## config.mk

```make
export PLATFORM = sky130hd
export DESIGN_NAME = sio_ctrl_port
export DESIGN_NICKNAME = d
export VERILOG_FILES = /design/src/rtl/sio_pkg.sv /design/src/rtl/sio_sync.sv /design/src/rtl/sio_syncclk.sv /design/src/rtl/sio_update.sv /design/src/rtl/sio_engine.sv /design/src/rtl/sio_ctrl_port.sv
export SDC_FILE = /design/constraint.sdc
export NUM_CORES = 1
export LEC_CHECK = 0
export BUFFER_PORTS_ARGS = -buffer_cell sky130_fd_sc_hd__buf_2
export CAP_MARGIN = 25
export CELL_PAD_IN_SITES_DETAIL_PLACEMENT = 1
export CELL_PAD_IN_SITES_GLOBAL_PLACEMENT = 1
export CORE_MARGIN = 2
export CORE_UTILIZATION = 40
export CTS_CLUSTER_SIZE = 25
export DETAILED_ROUTE_END_ITERATION = 12
export GPL_ROUTABILITY_DRIVEN = 0
export PLACE_DENSITY = 0.77
export SYNTH_ARGS = -nofsm -noshare
export SYNTH_HDL_FRONTEND = slang
export SYNTH_SLANG_ARGS = --single-unit
```

## constraint.sdc

```tcl
create_clock -name clk_i -period 10.8 [get_ports clk_i]
set_input_delay 0.54 -clock clk_i [delete_from_list [all_inputs] [get_ports clk_i]]
set_output_delay 0.54 -clock clk_i [all_outputs]
set_load 0.03 [all_outputs]
```

## src/rtl/sio_pkg.sv

```systemverilog
package sio_pkg;

  typedef enum logic [1:0] {
    ST_ARM,    // waiting for chip select to go high
    ST_IDLE,   // selected, about to take an instruction
    ST_INSTR,  // shifting the instruction byte
    ST_DATA    // shifting data bytes
  } sio_st_e;

  // Data length in bits for an address: (addr mod 4) + 1 bytes.
  function automatic int len_bits(input logic [4:0] a);
    return (int'(a[1:0]) + 1) * 8;
  endfunction

endpackage

```

## src/rtl/sio_sync.sv

```systemverilog
module sio_sync #(
  parameter int           W       = 1,
  parameter logic [W-1:0] RST_VAL = '0
) (
  input  logic         clk_i,
  input  logic         rst_i,
  input  logic [W-1:0] d_i,
  output logic [W-1:0] q_o
);

  logic [W-1:0] meta_q;
  logic [W-1:0] stab_q;

  always_ff @(posedge clk_i) begin
    if (rst_i) begin
      meta_q <= RST_VAL;
      stab_q <= RST_VAL;
    end else begin
      meta_q <= d_i;
      stab_q <= meta_q;
    end
  end

  assign q_o = stab_q;

endmodule

```

## src/rtl/sio_syncclk.sv

```systemverilog
module sio_syncclk #(
  parameter int DIV = 4
) (
  input  logic clk_i,
  input  logic rst_i,
  output logic sync_clk_o,
  output logic tick_o
);

  localparam int CW = (DIV > 2) ? $clog2(DIV) : 1;
  localparam logic [CW-1:0] LAST = CW'(DIV - 1);
  localparam logic [CW-1:0] HALF = CW'(DIV / 2);

  logic [CW-1:0] cnt_q;
  logic [CW-1:0] cnt_nx;
  logic          sync_q;

  assign cnt_nx = (cnt_q == LAST) ? '0 : cnt_q + 1'b1;
  assign tick_o = (cnt_q == LAST);

  always_ff @(posedge clk_i) begin
    if (rst_i) begin
      cnt_q  <= LAST;
      sync_q <= 1'b0;
    end else begin
      cnt_q  <= cnt_nx;
      sync_q <= (cnt_nx < HALF);
    end
  end

  assign sync_clk_o = sync_q;

endmodule

```

## src/rtl/sio_update.sv

```systemverilog
module sio_update (
  input  logic clk_i,
  input  logic rst_i,
  input  logic tick_i,
  input  logic update_i,
  output logic load_o
);

  // sy_q[0], sy_q[1]: synchronizer stages; sy_q[2]: history for edge detect
  logic [2:0] sy_q;
  logic       load_q;

  always_ff @(posedge clk_i) begin
    if (rst_i) begin
      sy_q   <= '0;
      load_q <= 1'b0;
    end else begin
      load_q <= 1'b0;
      if (tick_i) begin
        sy_q   <= {sy_q[1:0], update_i};
        load_q <= sy_q[1] & ~sy_q[2];
      end
    end
  end

  assign load_o = load_q;

endmodule

```

## src/rtl/sio_engine.sv

```systemverilog
module sio_engine
  import sio_pkg::*;
#(
  parameter int WORD_W = 32,
  parameter int ADDR_W = 5
) (
  input  logic              clk_i,
  input  logic              rst_i,
  input  logic              port_rst_i,
  input  logic              cs_n_i,
  input  logic              sclk_i,
  input  logic              sdio_i,
  input  logic              wire3_i,
  input  logic [WORD_W-1:0] rd_word_i,
  output logic [ADDR_W-1:0] look_addr_o,
  output logic              wr_en_o,
  output logic [ADDR_W-1:0] wr_addr_o,
  output logic [WORD_W-1:0] wr_data_o,
  output logic              sdo_o,
  output logic              sdio_o,
  output logic              sdio_oe_o
);

  localparam int CNT_W = $clog2(WORD_W) + 1;
  localparam logic [CNT_W-1:0] INSTR_LAST = CNT_W'(7);

  logic [2:0] pins_s;
  logic       cs_s, sclk_s, sdi_s;
  logic       sclk_d;
  logic       rise, fall;

  sio_sync #(.W(3), .RST_VAL(3'b100)) u_pins (
    .clk_i (clk_i),
    .rst_i (rst_i),
    .d_i   ({cs_n_i, sclk_i, sdio_i}),
    .q_o   (pins_s)
  );

  assign cs_s   = pins_s[2];
  assign sclk_s = pins_s[1];
  assign sdi_s  = pins_s[0];

  always_ff @(posedge clk_i) begin
    if (rst_i) sclk_d <= 1'b0;
    else       sclk_d <= sclk_s;
  end

  assign rise = sclk_s & ~sclk_d;
  assign fall = ~sclk_s & sclk_d;

  sio_st_e           st_q;
  logic [WORD_W-1:0] sh_q;
  logic [WORD_W-1:0] out_q;
  logic [CNT_W-1:0]  cnt_q;
  logic [CNT_W-1:0]  nbits_q;
  logic              rd_q;
  logic [ADDR_W-1:0] addr_q;
  logic              wr_en_q;
  logic [WORD_W-1:0] wr_data_q;
  logic              sdo_q, sdio_q, oe_q;
  logic [WORD_W-1:0] sh_nx;

  // Address bits of the instruction byte as it completes on this edge
  assign look_addr_o = {sh_q[ADDR_W-2:0], sdi_s};
  assign sh_nx       = {sh_q[WORD_W-2:0], sdi_s};

  always_ff @(posedge clk_i or posedge port_rst_i) begin
    if (port_rst_i) begin
      st_q      <= ST_ARM;
      sh_q      <= '0;
      out_q     <= '0;
      cnt_q     <= '0;
      nbits_q   <= '0;
      rd_q      <= 1'b0;
      addr_q    <= '0;
      wr_en_q   <= 1'b0;
      wr_data_q <= '0;
      sdo_q     <= 1'b0;
      sdio_q    <= 1'b0;
      oe_q      <= 1'b0;
    end else if (rst_i) begin
      st_q      <= ST_ARM;
      sh_q      <= '0;
      out_q     <= '0;
      cnt_q     <= '0;
      nbits_q   <= '0;
      rd_q      <= 1'b0;
      addr_q    <= '0;
      wr_en_q   <= 1'b0;
      wr_data_q <= '0;
      sdo_q     <= 1'b0;
      sdio_q    <= 1'b0;
      oe_q      <= 1'b0;
    end else begin
      wr_en_q <= 1'b0;
      if (cs_s) begin
        st_q   <= ST_IDLE;
        oe_q   <= 1'b0;
        sdo_q  <= 1'b0;
        sdio_q <= 1'b0;
      end else begin
        unique case (st_q)
          ST_ARM: begin
          end
          ST_IDLE: begin
            st_q  <= ST_INSTR;
            cnt_q <= '0;
            sh_q  <= '0;
          end
          ST_INSTR: begin
            if (rise) begin
              sh_q  <= sh_nx;
              cnt_q <= cnt_q + 1'b1;
              if (cnt_q == INSTR_LAST) begin
                cnt_q   <= '0;
                sh_q    <= '0;
                rd_q    <= sh_q[6];
                addr_q  <= look_addr_o;
                nbits_q <= CNT_W'(len_bits(look_addr_o));
                out_q   <= rd_word_i << (WORD_W - len_bits(look_addr_o));
                st_q    <= ST_DATA;
              end
            end
          end
          ST_DATA: begin
            if (rd_q && fall) begin
              sdo_q  <= wire3_i & out_q[WORD_W-1];
              sdio_q <= ~wire3_i & out_q[WORD_W-1];
              oe_q   <= ~wire3_i;
              out_q  <= out_q << 1;
            end
            if (rise) begin
              sh_q  <= sh_nx;
              cnt_q <= cnt_q + 1'b1;
              if (cnt_q == nbits_q - 1'b1) begin
                st_q   <= ST_ARM;
                oe_q   <= 1'b0;
                sdo_q  <= 1'b0;
                sdio_q <= 1'b0;
                if (!rd_q) begin
                  wr_en_q   <= 1'b1;
                  wr_data_q <= sh_nx;
                end
              end
            end
          end
          default: st_q <= ST_ARM;
        endcase
      end
    end
  end

  assign wr_en_o   = wr_en_q;
  assign wr_addr_o = addr_q;
  assign wr_data_o = wr_data_q;
  assign sdo_o     = sdo_q;
  assign sdio_o    = sdio_q;
  assign sdio_oe_o = oe_q;

endmodule

```

## src/rtl/sio_ctrl_port.sv

```systemverilog
module sio_ctrl_port
  import sio_pkg::*;
#(
  parameter int NREG   = 8,
  parameter int WORD_W = 32,
  parameter int DIV    = 4
) (
  input  logic                   clk_i,
  input  logic                   rst_i,
  input  logic                   port_rst_i,
  input  logic                   cs_n_i,
  input  logic                   sclk_i,
  input  logic                   sdio_i,
  input  logic                   wire3_i,
  input  logic                   update_i,
  output logic                   sdo_o,
  output logic                   sdio_o,
  output logic                   sdio_oe_o,
  output logic                   sync_clk_o,
  output logic                   load_o,
  output logic [NREG*WORD_W-1:0] cfg_o
);

  localparam int ADDR_W = 5;
  localparam int IDX_W  = (NREG > 1) ? $clog2(NREG) : 1;

  logic              tick;
  logic              load_p;
  logic [ADDR_W-1:0] look_addr;
  logic              wr_en;
  logic [ADDR_W-1:0] wr_addr;
  logic [WORD_W-1:0] wr_data;
  logic [WORD_W-1:0] rd_word;

  logic [WORD_W-1:0] shadow_q [NREG];
  logic [WORD_W-1:0] active_q [NREG];

  sio_syncclk #(.DIV(DIV)) u_clkgen (
    .clk_i      (clk_i),
    .rst_i      (rst_i),
    .sync_clk_o (sync_clk_o),
    .tick_o     (tick)
  );

  sio_update u_upd (
    .clk_i    (clk_i),
    .rst_i    (rst_i),
    .tick_i   (tick),
    .update_i (update_i),
    .load_o   (load_p)
  );

  sio_engine #(.WORD_W(WORD_W), .ADDR_W(ADDR_W)) u_eng (
    .clk_i       (clk_i),
    .rst_i       (rst_i),
    .port_rst_i  (port_rst_i),
    .cs_n_i      (cs_n_i),
    .sclk_i      (sclk_i),
    .sdio_i      (sdio_i),
    .wire3_i     (wire3_i),
    .rd_word_i   (rd_word),
    .look_addr_o (look_addr),
    .wr_en_o     (wr_en),
    .wr_addr_o   (wr_addr),
    .wr_data_o   (wr_data),
    .sdo_o       (sdo_o),
    .sdio_o      (sdio_o),
    .sdio_oe_o   (sdio_oe_o)
  );

  genvar g;
  generate
    for (g = 0; g < NREG; g++) begin : g_reg
      always_ff @(posedge clk_i) begin
        if (rst_i) begin
          shadow_q[g] <= '0;
          active_q[g] <= '0;
        end else begin
          if (wr_en && (wr_addr == ADDR_W'(g))) shadow_q[g] <= wr_data;
          if (load_p)                           active_q[g] <= shadow_q[g];
        end
      end
      assign cfg_o[g*WORD_W +: WORD_W] = active_q[g];
    end
  endgenerate

  assign rd_word = (int'(look_addr) < NREG) ? active_q[look_addr[IDX_W-1:0]] : '0;
  assign load_o  = load_p;

endmodule

```

# After elaboration in Yosys (flattened, before gate mapping)
# Memories as Yosys holds them, arrays and structs flattened.
# Index checks and enable logic that the tools add are counted.
[word_totals] reg_bits=133 ram_bits=512 in_bits=8 out_inout_bits=261 word_cells=220 memories=2
[op_classes] add_sub_neg=5 order_cmp=2 eq_ne=23 n_shift=1 muxes=117 bitwise_logic=26 reduce_logical=25
[memory_table] memory="active_q" depth=8 width=32 rd=9 rd_ports_with_merged_regs=0 wr=8 line_no="sio_ctrl_port.sv:36" rtl="logic [WORD_W-1:0] active_q [NREG];"
[memory_table] memory="shadow_q" depth=8 width=32 rd=8 rd_ports_with_merged_regs=0 wr=8 line_no="sio_ctrl_port.sv:35" rtl="logic [WORD_W-1:0] shadow_q [NREG];"
[ops] op="$mux W32" count=28
[ops] op="$mux W31" count=5
[ops] op="$pmux W31 S3" count=1
[ops] op="$pmux W32 S2" count=1
[ops] op="$mux W6" count=10
[ops] op="$mux W1" count=58
[ops] op="$shl A32 B32 Y32" count=1
[ops] op="$sub A7 B32 Y32 const A" count=1
[ops] op="$mux W5" count=5
[ops] op="$eq A5 B3 Y1 const B" count=4
[ops] op="$pmux W6 S3" count=1
[ops] op="$ne A4 B3 Y1 const B" count=4
[ops] op="$or A1 B1 Y1" count=16
[ops] op="$reduce_and A5 Y1" count=3
[ops] op="$mux W2" count=7
[ops] op="$ne A3 B2 Y1 const B" count=4
[ops] op="$eq A5 B2 Y1 const B" count=2
[ops] op="$reduce_bool A2 Y1" count=5
[ops] op="$logic_and A1 B1 Y1" count=9
[ops] op="$reduce_and A4 Y1" count=2
[ops] op="$add A6 B1 Y6 const B" count=1
[ops] op="$eq A2 B2 Y1 const B" count=3
[ops] op="$eq A6 B3 Y1 const B" count=1
[ops] op="$eq A6 B6 Y1" count=1
[ops] op="16 further kinds" count=26

# Depth between registers and ports, before layout
# Gate-level depths: netlist of the first run.
[depth] depth_word=9 depth_mapped=10 depth_no_buf=8

# By module
# Synthesis of the first run repeated with hierarchy kept, for this count alone.
[hier_totals] cells_unflattened=1968 hier_area_um2=26768.2
[by_module_without_submodules] module="sio_ctrl_port" instances=1 cells_each=1429 area_per_inst_um2=20663.6 seq_area_each_um2=15374.7
[by_module_without_submodules] module="sio_engine" instances=1 cells_each=508 area_per_inst_um2=5729.2 seq_area_each_um2=2922.8
[by_module_without_submodules] module="sio_sync" instances=1 cells_each=12 area_per_inst_um2=157.7 seq_area_each_um2=120.1
[by_module_without_submodules] module="sio_update" instances=1 cells_each=12 area_per_inst_um2=127.6 seq_area_each_um2=80.1
[by_module_without_submodules] module="sio_syncclk" instances=1 cells_each=7 area_per_inst_um2=90.1 seq_area_each_um2=60.1

# Worst setup path after synthesis of the first run
# Ideal clock, no wire load.
[synth_timing] path_type="input-to-reg" startpoint="input rst_i" endpoint="memory active_q[0][0] (enable)" setup_time_ns=0.511 arrival_ns=4.423 t_required_ns=10.289 path_slack_ns=5.867 stages=4 n_path_buf=3 cell_sequence="buf_2 clkbuf_1 buf_1 or2_2"
[synth_lines] element="from (decl)" line_no="sio_ctrl_port.sv:9" rtl="input logic rst_i,"
[synth_lines] element="to (decl)" line_no="sio_ctrl_port.sv:36"

# Worst setup path after layout of the first run
[layout_timing] startpoint="register u_eng.sh_q[0]" endpoint="register u_eng.out_q[31]"
[layout_between] elab_chain_len=8 word_cells_on_any_way=11 classes_between="2 x add/sub; 1 x order compare; 1 x shift; 6 x mux; 1 x memory"
[layout_rtl] element="from (decl)" line_no="sio_engine.sv:52" rtl="logic [WORD_W-1:0] sh_q;"
[layout_rtl] element="from (signal assigned)" line_no="sio_engine.sv:112" rtl="sh_q <= sh_nx;"
[layout_rtl] element="from (signal assigned)" line_no="sio_engine.sv:133" rtl="sh_q <= sh_nx;"
[layout_rtl] element="$add A2 B1 Y3 (tied with other cells)" line_no="sio_pkg.sv:12" rtl="return (int'(a[1:0]) + 1) * 8;"
[layout_rtl] element="$sub A7 B32 Y32 or $mux W32 (tied branches)" line_no="sio_engine.sv:120, sio_ctrl_port.sv:87"
[layout_rtl] element="$shl A32 B32 Y32 *" line_no="sio_engine.sv:120" rtl="out_q <= rd_word_i << (WORD_W - len_bits(look_addr_o));"
[layout_rtl] element="$mux W32 *" line_no="sio_engine.sv:114" rtl="if (cnt_q == INSTR_LAST) begin"
[layout_rtl] element="$mux W32 *" line_no="sio_engine.sv:111" rtl="if (rise) begin"
[layout_rtl] element="$pmux W32 S2 *" line_no="sio_engine.sv:102" rtl="unique case (st_q)"
[layout_rtl] element="$mux W32 *" line_no="sio_engine.sv:96" rtl="if (cs_s) begin"
[layout_rtl] element="$mux W32 *" line_no="sio_engine.sv:81" rtl="end else if (rst_i) begin"
[layout_rtl] element="to (signal assigned)" line_no="sio_engine.sv:120"
[layout_rtl] element="to (signal assigned)" line_no="sio_engine.sv:130" rtl="out_q <= out_q << 1;"
[layout_rtl] element="to (decl)" line_no="sio_engine.sv:53" rtl="logic [WORD_W-1:0] out_q;"
# Every way passes the cells marked *; elsewhere a longest branch is shown, timed or not. The select of a mux whose other input is x is not followed.
# A chain may end at the register's enable or synchronous reset.

==> results of run 1 <==
## cell usage after synthesis (17+ instances only)
cell,instances,area share
o21ai_0,66,0.012
edfxtp_1,512,0.57
o22ai_1,20,0.0046
nor2b_1,21,0.0049
nand2_1,114,0.016
a22oi_1,17,0.0047
nor2_1,87,0.012
mux2_2,24,0.010
dfrtp_1,116,0.11
mux2i_1,96,0.036
a21oi_1,32,0.0059
clkbuf_1,86,0.012
and2_1,515,0.12
## area by class of cell
class,instances,area [um2],area share
Sequential cell,642,18560,0.5856
Multi-Input combinational cell,1181,7913,0.2497
Clock buffer,88,1924,0.06072
Timing Repair Buffer,313,1831,0.05776
Tap cell,873,1092,0.03446
Clock inverter,34,317.8,0.01003
Inverter,14,55.05,0.001737
## cell families (layout without fill, tap and decap cells)
kind of cell | after synthesis | count (layout) | synth area share
AOI/OAI and AO/OA | 242 | 242 | 0.06173
xor gates and xnor gates | 4 | 4 | 0.001857
adders and majority gates | 9 | 9 | 0.004177
buffers and inverters | 137 | 449 | 0.02427
DFF | 642 | 642 | 0.6884
muxes | 129 | 129 | 0.05319
and+or+nand+nor | 797 | 797 | 0.1663
## per-stage QoR
stage	area, um2	utilization
2_1_floorplan	26960	-
3_3_place_gp	29230	0.4368
3_5_place_dp	29310	0.4380
4_1_cts	31550	0.4715
5_1_grt	31690	0.4736
6_report	31690	0.4736
## worst max path at each step
stage,endpoint,slack [ns],cells past startpoint
after floorplan,active_q[0][0]$_SDFFCE_PN0P_,5.87,4
after global placement,active_q[0][13]$_SDFFCE_PN0P_,7.20,4
after detailed placement,active_q[2][15]$_SDFFCE_PN0P_,7.09,4
after CTS,u_eng.out_q[23]$_DFFE_PP0P_,7.25,7
after global routing,u_eng.out_q[23]$_DFFE_PP0P_,7.05,7
final,u_eng.out_q[31]$_DFFE_PP0P_,7.25,6
## routing by layer
layer  up-vias  share of wire  GRT usage
li1       7501              -          -
met5         -        0.00012          0
met2       632           0.51     0.4167
met4         2          0.035    0.09143
met3       167          0.063    0.03788
met1      9070           0.39     0.2969
## registers in the layout, indices dropped and copies added (netlist names)
signal and count:
active_q 256, shadow_q 256, u_clkgen.cnt_q 2, u_clkgen.sync_clk_o 1, u_eng.cnt_q 6, u_eng.nbits_q 3
u_eng.out_q 32, u_eng.rd_q 1, u_eng.sclk_d 1, u_eng.sdio_o 1, u_eng.sdio_oe_o 1, u_eng.sdo_o 1
u_eng.sh_q 31, u_eng.st_q 2, u_eng.u_pins.meta_q 3, u_eng.u_pins.q_o 3, u_eng.wr_addr_o 5, u_eng.wr_data_o 32
u_eng.wr_en_o 1, u_upd.load_o 1, u_upd.sy_q 3
## power groups by stage
stage               Sequential, mW  Clock [mW]  Combinational (mW)
floorplan                     2.91           0               0.119
global route                  2.80        2.49               0.332
finish                        2.80        2.37               0.315
global placement              2.84           0               0.304
CTS                           2.80        2.40               0.315
detailed placement            2.85           0               0.314
==> flow_summary.json, run 1 <==
{
  "hp-class": "in2async",
  "cp-end-kind": "flip-flop",
  "cts_root_buffer": "clkbuf_16",
  "ys.flop_type": "edfxtp_1",
  "final_antenna_net_count": 0,
  "die_x_um": 263.6,
  "clock.fmax_ghz": 0.2817,
  "finalSetupTns_ns": 0,
  "tightest_slew_ns": 1.049,
  "synth_cell_types": 72,
  "p_int_mw": 4.208,
  "fin_hold_ws_ns": 0.03272,
  "cts_resized": 0,
  "netlist_area_um2": 26960,
  "hpwl_mm": 54.59,
  "layout-drive-gt1-share": 0.2135,
  "synthToLayoutAreaGrowth_pct": 17.57,
  "drv_cap": 0,
  "max_stage_delay_ns": 0.92,
  "skew_ns": 0.03082,
  "viasPerCell": 5.524,
  "powerDensity_nw_per_um2": 173.0,
  "fp-row-count": 95,
  "hold_buffers": 0,
  "cp_top_family": "compound AO/OA/AOI/OAI gates",
  "antenna_found_initial": 5,
  "htreeDepth": 3,
  "io_pins": 269,
  "final.period_utilization": 0.3287,
  "drt_wl_total_mm": 83.97,
  "final_common_cell": "and2_1",
  "postSynthCellCount": 1960,
  "layout_common_cells": "515 x and2_1, 512 x edfxtp_1, 267 x buf_2, 116 x dfrtp_1, 114 x nand2_1",
  "setup_viol": 0,
  "startpoint_type": "flip-flop",
  "route.detailed.drc": 0,
  "p_comb_frac": 0.058,
  "numCtsBuffers": 69,
  "grt_pass1_vias": 18230,
  "crit_buf_inv": 0,
  "insertion_delay_ns": 0.61,
  "path_max_fanout": 15,
  "dp_cells": 3017,
  "leakagePower_nw": 12.76,
  "postSynth.asyncResetShare": 0.1807,
  "setup_ws_ns": 7.250,
  "avgSynthCellArea_um2": 13.75,
  "die_h_um": 263.6,
  "port_buffers": 268,
  "critPathRequiredTime_ns": 11.31,
  "grtUsageTotal": 0.2384,
  "r2r_slack_ns": 7.25,
  "drv_slew": 0,
  "core_area_um2": 66920,
  "synth_edf_count": 512,
  "n_fill_cell": 6750,
  "n_antenna_cell": 0,
  "peakVddDrop_mv": 0.1047,
  "min_period_ns": 3.550,
  "reg2reg_from": "u_eng.sh_q[0]$_DFFE_PP0P_",
  "dr_total_vias": 17372,
  "avgRoutedWirePerCell_um": 26.70,
  "postCtsSetupRepairBufs": 0,
  "critPathLaunch": "u_eng.sh_q[0]$_DFFE_PP0P_",
  "worstSetupPathType": "reg2reg",
  "power_switching_mw": 1.274,
  "grt_max_degree": 121,
  "synth_warnings": 0,
  "hold_viol_final": 0,
  "reg2reg_depth": 6,
  "power_frac_seq": 0.510,
  "overflow": 0,
  "clockBufferDepth": 3,
  "grt_pass1_wl_mm": 121.8,
  "initialDrtViolationCount": 1667,
  "dp_worst_setup_slack_ns": 7.091,
  "cts.sinks": 642,
  "design_power_total_mw": 5.483,
  "ys_seq_elements": 642,
  "r2r-end": "u_eng.out_q[31]$_DFFE_PP0P_",
  "swShare": 0.2325,
  "cp_cell_sequence": "nand2b_1, o22ai_1, a211oi_1, a221oi_1, a311o_1, a211oi_2",
  "arrival_ns": 4.06,
  "dieArea_um2": 69490,
  "relSlewSlack": 0.2964,
  "status": "completed",
  "tritoncts": "yes",
  "p_clk_frac": 0.433,
  "fin_cells": 3145,
  "yosysSeqAreaShare": 0.6884,
  "clk_pin_slew_worst_paths_ns": 0.06,
  "nets": 2238,
  "firstDrtPassIters": 5,
  "synth_nets": 1977,
  "rsz0062_at_grt": "false",
  "cpMaxStageDelayCell": "a211oi_1",
  "start_util": 0.4028
}
No activity file was read; power rests on OpenSTA's default activity.
==> run 2, diff against run 1 <==
Settings changed: PLACE_DENSITY 0.77 to 0.8.
Clock period 10.8 ns to 3.03 ns, I/O delays scaled along.
==> run 2 against run 1 <==
Effect of this change:
- register-to-register slack worse by 7.1 ns
- first-iteration DRC count fell by 1.3%
- clock power rose to 3.5 times the previous value
- sequential share of layout area shrank 0.71 points
- critical path depth unchanged
- design area grew 1.2%
- combinational power increased to 3.7 times the previous value
- worst setup slack worse by 7.1 ns
- routed wire length grew 4.9%
- via count up 2.7%
==> flow_summary.json, run 2 (synthesis gave the netlist of run 1 again) <==
{
  "reg2reg_from": "u_eng.sh_q[0]$_DFFE_PP0P_",
  "drt_wl_total_mm": 88.08,
  "crit_end": "u_eng.out_q[28]$_DFFE_PP0P_",
  "synthToLayoutAreaGrowth_pct": 19.02,
  "cp_num_cells": 6,
  "hold_viol_final": 0,
  "final_antenna_net_count": 0,
  "cpMaxStageDelayCell": "dfrtp_1",
  "startpoint_type": "flip-flop",
  "critPathLaunch": "u_eng.sh_q[0]$_DFFE_PP0P_",
  "critPathRequiredTime_ns": 3.56,
  "dp_cells": 3069,
  "insertion_delay_ns": 0.63,
  "firstDrtPassIters": 6,
  "viasPerCell": 5.566,
  "reg_top3": "active_q: 256 flops, shadow_q: 256 flops",
  "die_h_um": 263.6,
  "r2r-end": "u_eng.out_q[28]$_DFFE_PP0P_",
  "layout_common_cells": "515 x and2_1, 512 x edfxtp_1, 267 x buf_2, 116 x dfrtp_1, 114 x nand2_1",
  "wl_met2_mm": 43.92,
  "cts_resized": 0,
  "drv_cap": 0,
  "stdcell_area_um2": 32080,
  "die_x_um": 263.6,
  "drv_slew": 0,
  "peakVddDrop_mv": 0.3964,
  "overflow": 0,
  "fin_hold_ws_ns": 0.04347,
  "finalSetupTns_ns": 0,
  "core_area_um2": 66920,
  "reg2reg_depth": 6,
  "worstSetupPathType": "reg2reg",
  "hp-class": "in2async",
  "grt_pass1_vias": 19086,
  "io_pins": 269,
  "relSlewSlack": 0.2620,
  "postCtsSetupRepairBufs": 0,
  "hpwl_mm": 60.14,
  "cp_top_family": "compound AO/OA/AOI/OAI gates",
  "multi_input_comb_area_um2": 7896,
  "grt_max_degree": 127,
  "cp-end-kind": "flip-flop",
  "setup_viol": 0,
  "powerDensity_nw_per_um2": 608.1,
  "grt_pass1_wl_mm": 128.2,
  "wl_met3_mm": 6.702,
  "initialDrtViolationCount": 1646,
  "final_common_cell": "and2_1",
  "layout-drive-gt1-share": 0.2321,
  "start_util": 0.4028,
  "path_max_fanout": 14,
  "leakagePower_nw": 13.04,
  "arrival_ns": 3.37,
  "clk_pin_slew_worst_paths_ns": 0.06,
  "clockBufferDepth": 3,
  "crit_buf_inv": 0,
  "cp_cell_sequence": "nand2b_1, o22ai_1, a211oi_1, a221oi_1, a311o_1, a221oi_2",
  "port_buffers": 268,
  "numCtsBuffers": 69,
  "dieArea_um2": 69490,
  "htreeDepth": 3,
  "hold_buffers": 8,
  "nets": 2292,
  "clock.fmax_ghz": 0.3521,
  "rsz0062_at_grt": "false",
  "max_stage_delay_ns": 0.67,
  "min_period_ns": 2.840,
  "fp-row-count": 95,
  "cts.sinks": 642,
  "route.detailed.drc": 0,
  "status": "completed",
  "tightest_slew_ns": 1.106,
  "final.period_utilization": 0.9373,
  "met1_length_mm": 33.29,
  "grtUsageTotal": 0.2513,
  "antenna_found_initial": 3,
  "n_fill_cell": 6821,
  "maxUsedRoutingLayer": "met4",
  "design_power_total_mw": 19.51,
  "skew_ns": 0.02681,
  "cts_root_buffer": "clkbuf_16",
  "r2r_slack_ns": 0.19,
  "dpl_cell_area_um2": 29780,
  "avgRoutedWirePerCell_um": 27.48,
  "tritoncts": "yes",
  "regArea_um2": 18560,
  "fin_cells": 3205,
  "dr_total_vias": 17840
}
-- run 2: cell types whose count changed in the layout (fill, tap and decap cells not counted), sizes merged --
| cell | change |
|---|---|
| bufinv | -2 |
| dlygate4sd3 | +8 |
| clkbuf | -2 |
| buf | +46 |
| inv | -2 |
| clkinv | +11 |
| diode | +1 |
-- run 2: layout make-up --
class / count / area share
flip-flops and latches: 642 / 0.5785
multi-input cells: 1181 / 0.2461
repair buffers: 367 / 0.07035
clock buffers: 86 / 0.05803
well taps: 873 / 0.03405
clock inverters: 41 / 0.01108
inverters: 14 / 0.001755
diodes: 1 / 0.00007800
-- run 2: layer usage --
metal / up-vias / global-route usage
met5: - / 0
met4: 0 / 0.1215
met3: 222 / 0.05304
met2: 806 / 0.4304
met1: 9187 / 0.3018
li1: 7625 / -
-- run 2: how the worst min path moves through the flow --
stage | startpoint | to | slack [ns] | depth (start not counted)
5_1_grt | port_rst_i | u_eng.wr_data_o[0]$_DFFE_PP0P_ | 0.04 | 3
2_1_floorplan | cs_n_i | u_eng.u_pins.meta_q[2]$_SDFF_PP1_ | 0.26 | 1
6_report | port_rst_i | u_eng.wr_data_o[31]$_DFFE_PP0P_ | 0.04 | 3
4_1_cts | port_rst_i | u_eng.wr_data_o[0]$_DFFE_PP0P_ | 0.04 | 3
3_5_place_dp | port_rst_i | u_eng.wr_data_o[0]$_DFFE_PP0P_ | 0.14 | 2
3_3_place_gp | port_rst_i | u_eng.wr_data_o[0]$_DFFE_PP0P_ | 0.14 | 2
-- run 2: per-stage QoR --
stage | utilization | setup WS (ns)
2_1_floorplan | - | 0.03677
3_3_place_gp | 0.4451 | 0.3424
3_5_place_dp | 0.4451 | 0.2869
4_1_cts | 0.4794 | 0.2648
5_1_grt | 0.4794 | 0.1242
6_report | 0.4794 | 0.1900
-- run 2: where the power goes --
part           internal, mW  switching, mW  total (mW)
combinational         0.318          0.860        1.18
sequential             9.79          0.198        9.99
clock                  4.68           3.66        8.34
total                  14.8           4.72        19.5
-- run 2: worst reg2reg max path: cells and delay by family (launching register included) --
| family | cells | cell delay [ns] |
|---|---|---|
| flip-flops | 1 | 0.67 |
| AO/OA/AOI/OAI | 5 | 1.47 |
| AND/OR/NAND/NOR | 1 | 0.62 |
==> run 3, diff against run 2 <==
Settings changed: ABC_AREA set to 1, PLACE_DENSITY 0.8 to 0.83.
==> run 3 against run 2 <==
Effect of this change:
- sequential share of layout area is 1.3 points lower
- highest routed layer unchanged
- via count grew 23%
- core utilization is 0.29 points lower
- largest cell class unchanged
==> flow_summary.json, run 3 <==
{
  "overflow": 0,
  "skew_ns": 0.02096,
  "startpoint_type": "flip-flop",
  "die_h_um": 268.1,
  "core_area_um2": 68830,
  "layout-drive-gt1-share": 0.1474,
  "postCtsSetupRepairBufs": 0,
  "dieArea_um2": 71850,
  "cts_root_buffer": "clkbuf_16",
  "ys.flop_type": "edfxtp_1",
  "path_max_fanout": 32,
  "avgRoutedWirePerCell_um": 24.33,
  "initialDrtViolationCount": 2162,
  "synth_warnings": 0,
  "synth_top_area_frac": 0.5513,
  "grtUsageTotal": 0.2779,
  "n_antenna_cell": 0,
  "synth_area_leaders": "edfxtp_1 55%, dfrtp_1 10%, nor2_1 8.1%",
  "antenna_found_initial": 0,
  "netlist_area_um2": 27890,
  "arrival_ns": 2.99,
  "route.detailed.drc": 0,
  "postSynthCellCount": 2851,
  "peakVddDrop_mv": 0.3704,
  "synth_nets": 2868,
  "worstSetupPathType": "reg2reg",
  "p_int_mw": 15.44,
  "synth_cell_types": 42,
  "ys_seq_elements": 642,
  "yosysMostFrequentCell": "nor2_1",
  "fp-row-count": 96,
  "swShare": 0.2463,
  "clk_pin_slew_worst_paths_ns": 0.06,
  "postSynth.asyncResetShare": 0.1807,
  "dp_worst_setup_slack_ns": 0.6819,
  "htreeDepth": 3,
  "relSlewSlack": 0.4719,
  "grt_max_degree": 97,
  "drv_cap": 0,
  "drt_wl_total_mm": 100.1,
  "hp-class": "in2async",
  "numCtsBuffers": 69,
  "dr_total_vias": 21985,
  "status": "completed",
  "setup_ws_ns": 0.5373,
  "start_util": 0.4052,
  "grt_pass1_wl_mm": 147.0,
  "leakagePower_nw": 14.33,
  "finalSetupTns_ns": 0,
  "cts.sinks": 642,
  "setup_viol": 0,
  "powerDensity_nw_per_um2": 624.5,
  "cp-end-kind": "flip-flop",
  "viasPerCell": 5.345,
  "layout_common_cells": "603 x nor2_1, 555 x nand2_1, 512 x edfxtp_1, 511 x inv_1, 268 x buf_2",
  "yosysTopAreaCell": "edfxtp_1",
  "tightest_slew_ns": 0.7921,
  "p_comb_frac": 0.082,
  "n_fill_cell": 7678,
  "reg_top3": "active_q: 256 flops, shadow_q: 256 flops",
  "hold_viol_final": 0,
  "cts_resized": 0,
  "final_antenna_net_count": 0,
  "tritoncts": "yes",
  "synthToLayoutAreaGrowth_pct": 17.58,
  "utilization": 0.4765,
  "power_frac_seq": 0.496,
  "power_switching_mw": 5.045,
  "firstDrtPassIters": 5,
  "netlist_top_cells_count": "604 x nor2_1, 560 x nand2_1, 513 x inv_1, 512 x edfxtp_1, 219 x nand3_1",
  "hpwl_mm": 66.78,
  "p_clk_frac": 0.423,
  "r2r_slack_ns": 0.54,
  "critPathRequiredTime_ns": 3.53,
  "clock.fmax_ghz": 0.4012,
  "avgSynthCellArea_um2": 9.783,
  "insertion_delay_ns": 0.62,
  "hold_buffers": 8,
  "final.period_utilization": 0.8227,
  "grt_pass1_vias": 23877,
  "die_x_um": 268.1,
  "port_buffers": 268,
  "synth_edf_count": 512,
  "rsz0062_at_grt": "false",
  "nets": 3146,
  "final_common_cell": "nor2_1",
  "drv_slew": 0,
  "io_pins": 269,
  "clockBufferDepth": 3,
  "yosysSeqAreaShare": 0.6654,
  "min_period_ns": 2.493
}
run 3: layout make-up:
type	instances	area [um2]	share of cell area
clock buffer	103	2031	0.06192
clock inverter	21	246.5	0.007516
inverter	523	1972	0.06013
multi-input combinational	1546	6600	0.2013
sequential	642	18560	0.5660
tap	931	1165	0.03552
timing repair buffer	347	2217	0.06761
run 3: worst paths after layout:
kind	startpoint	to	depth (start not counted)
worst max-delay path	u_eng.st_q[1]$_DFFE_PP0P_	u_eng.sh_q[26]$_DFFE_PP0P_	7
worst min-delay path	port_rst_i	u_eng.wr_data_o[8]$_DFFE_PP0P_	3
worst max register to register	u_eng.st_q[1]$_DFFE_PP0P_	u_eng.sh_q[26]$_DFFE_PP0P_	7
worst min register to register	u_eng.u_pins.meta_q[1]$_SDFF_PP0_	u_eng.u_pins.q_o[1]$_SDFF_PP0_	2
max in group asynchronous	port_rst_i	u_eng.out_q[1]$_DFFE_PP0P_	4
min in group clk_i	cs_n_i	u_eng.u_pins.meta_q[2]$_SDFF_PP1_	3
run 3: cells by family after synthesis:
kind of cell | count (synthesis) | share of synthesized area
adders and majority gates | 9 | 0.004038
AOI/OAI and AO/OA | 101 | 0.02117
buffers and inverters | 663 | 0.09896
DFF | 642 | 0.6654
xor gates and xnor gates | 4 | 0.001256
and+or+nand+nor | 1432 | 0.2092
run 3: power by group through the flow:
stage                     Clock [mW]  Sequential (mW)  Combinational (mW)
after floorplan                    0             10.6               0.634
after global placement             0             10.3                1.59
after detailed placement           0             10.3                1.64
after CTS                       8.70             10.1                1.67
after global routing            9.01             10.2                1.80
final                           8.65             10.1                1.68
run 3: worst max-delay path: stages, from the launching register on:
cell,delay (ns)
dfrtp_1,0.47
ha_1,0.32
buf_4,0.28
inv_4,0.06
o21ai_0,0.27
buf_4,0.20
nand2_2,0.42
o22ai_1,0.35
run 3: routing by layer:
layer	share of wire	GRT usage	vias up
met5	0	0	-
met4	0.062	0.1682	0
met3	0.086	0.06735	353
met2	0.49	0.4697	1081
met1	0.36	0.3198	11068
li1	-	-	9483
run 3: through the flow:
stage                     instances  cell area [um2]  total power [mW]  hold slack, ns
after CTS                      4113            32790             20.52          0.1524
after global routing           4113            32790             20.97          0.2134
after global placement         3981            30440             11.88          0.2485
after detailed placement       3981            30440             11.96          0.2456
final                          4113            32790             20.48          0.1475
after floorplan                2851            27900             11.26          0.2553
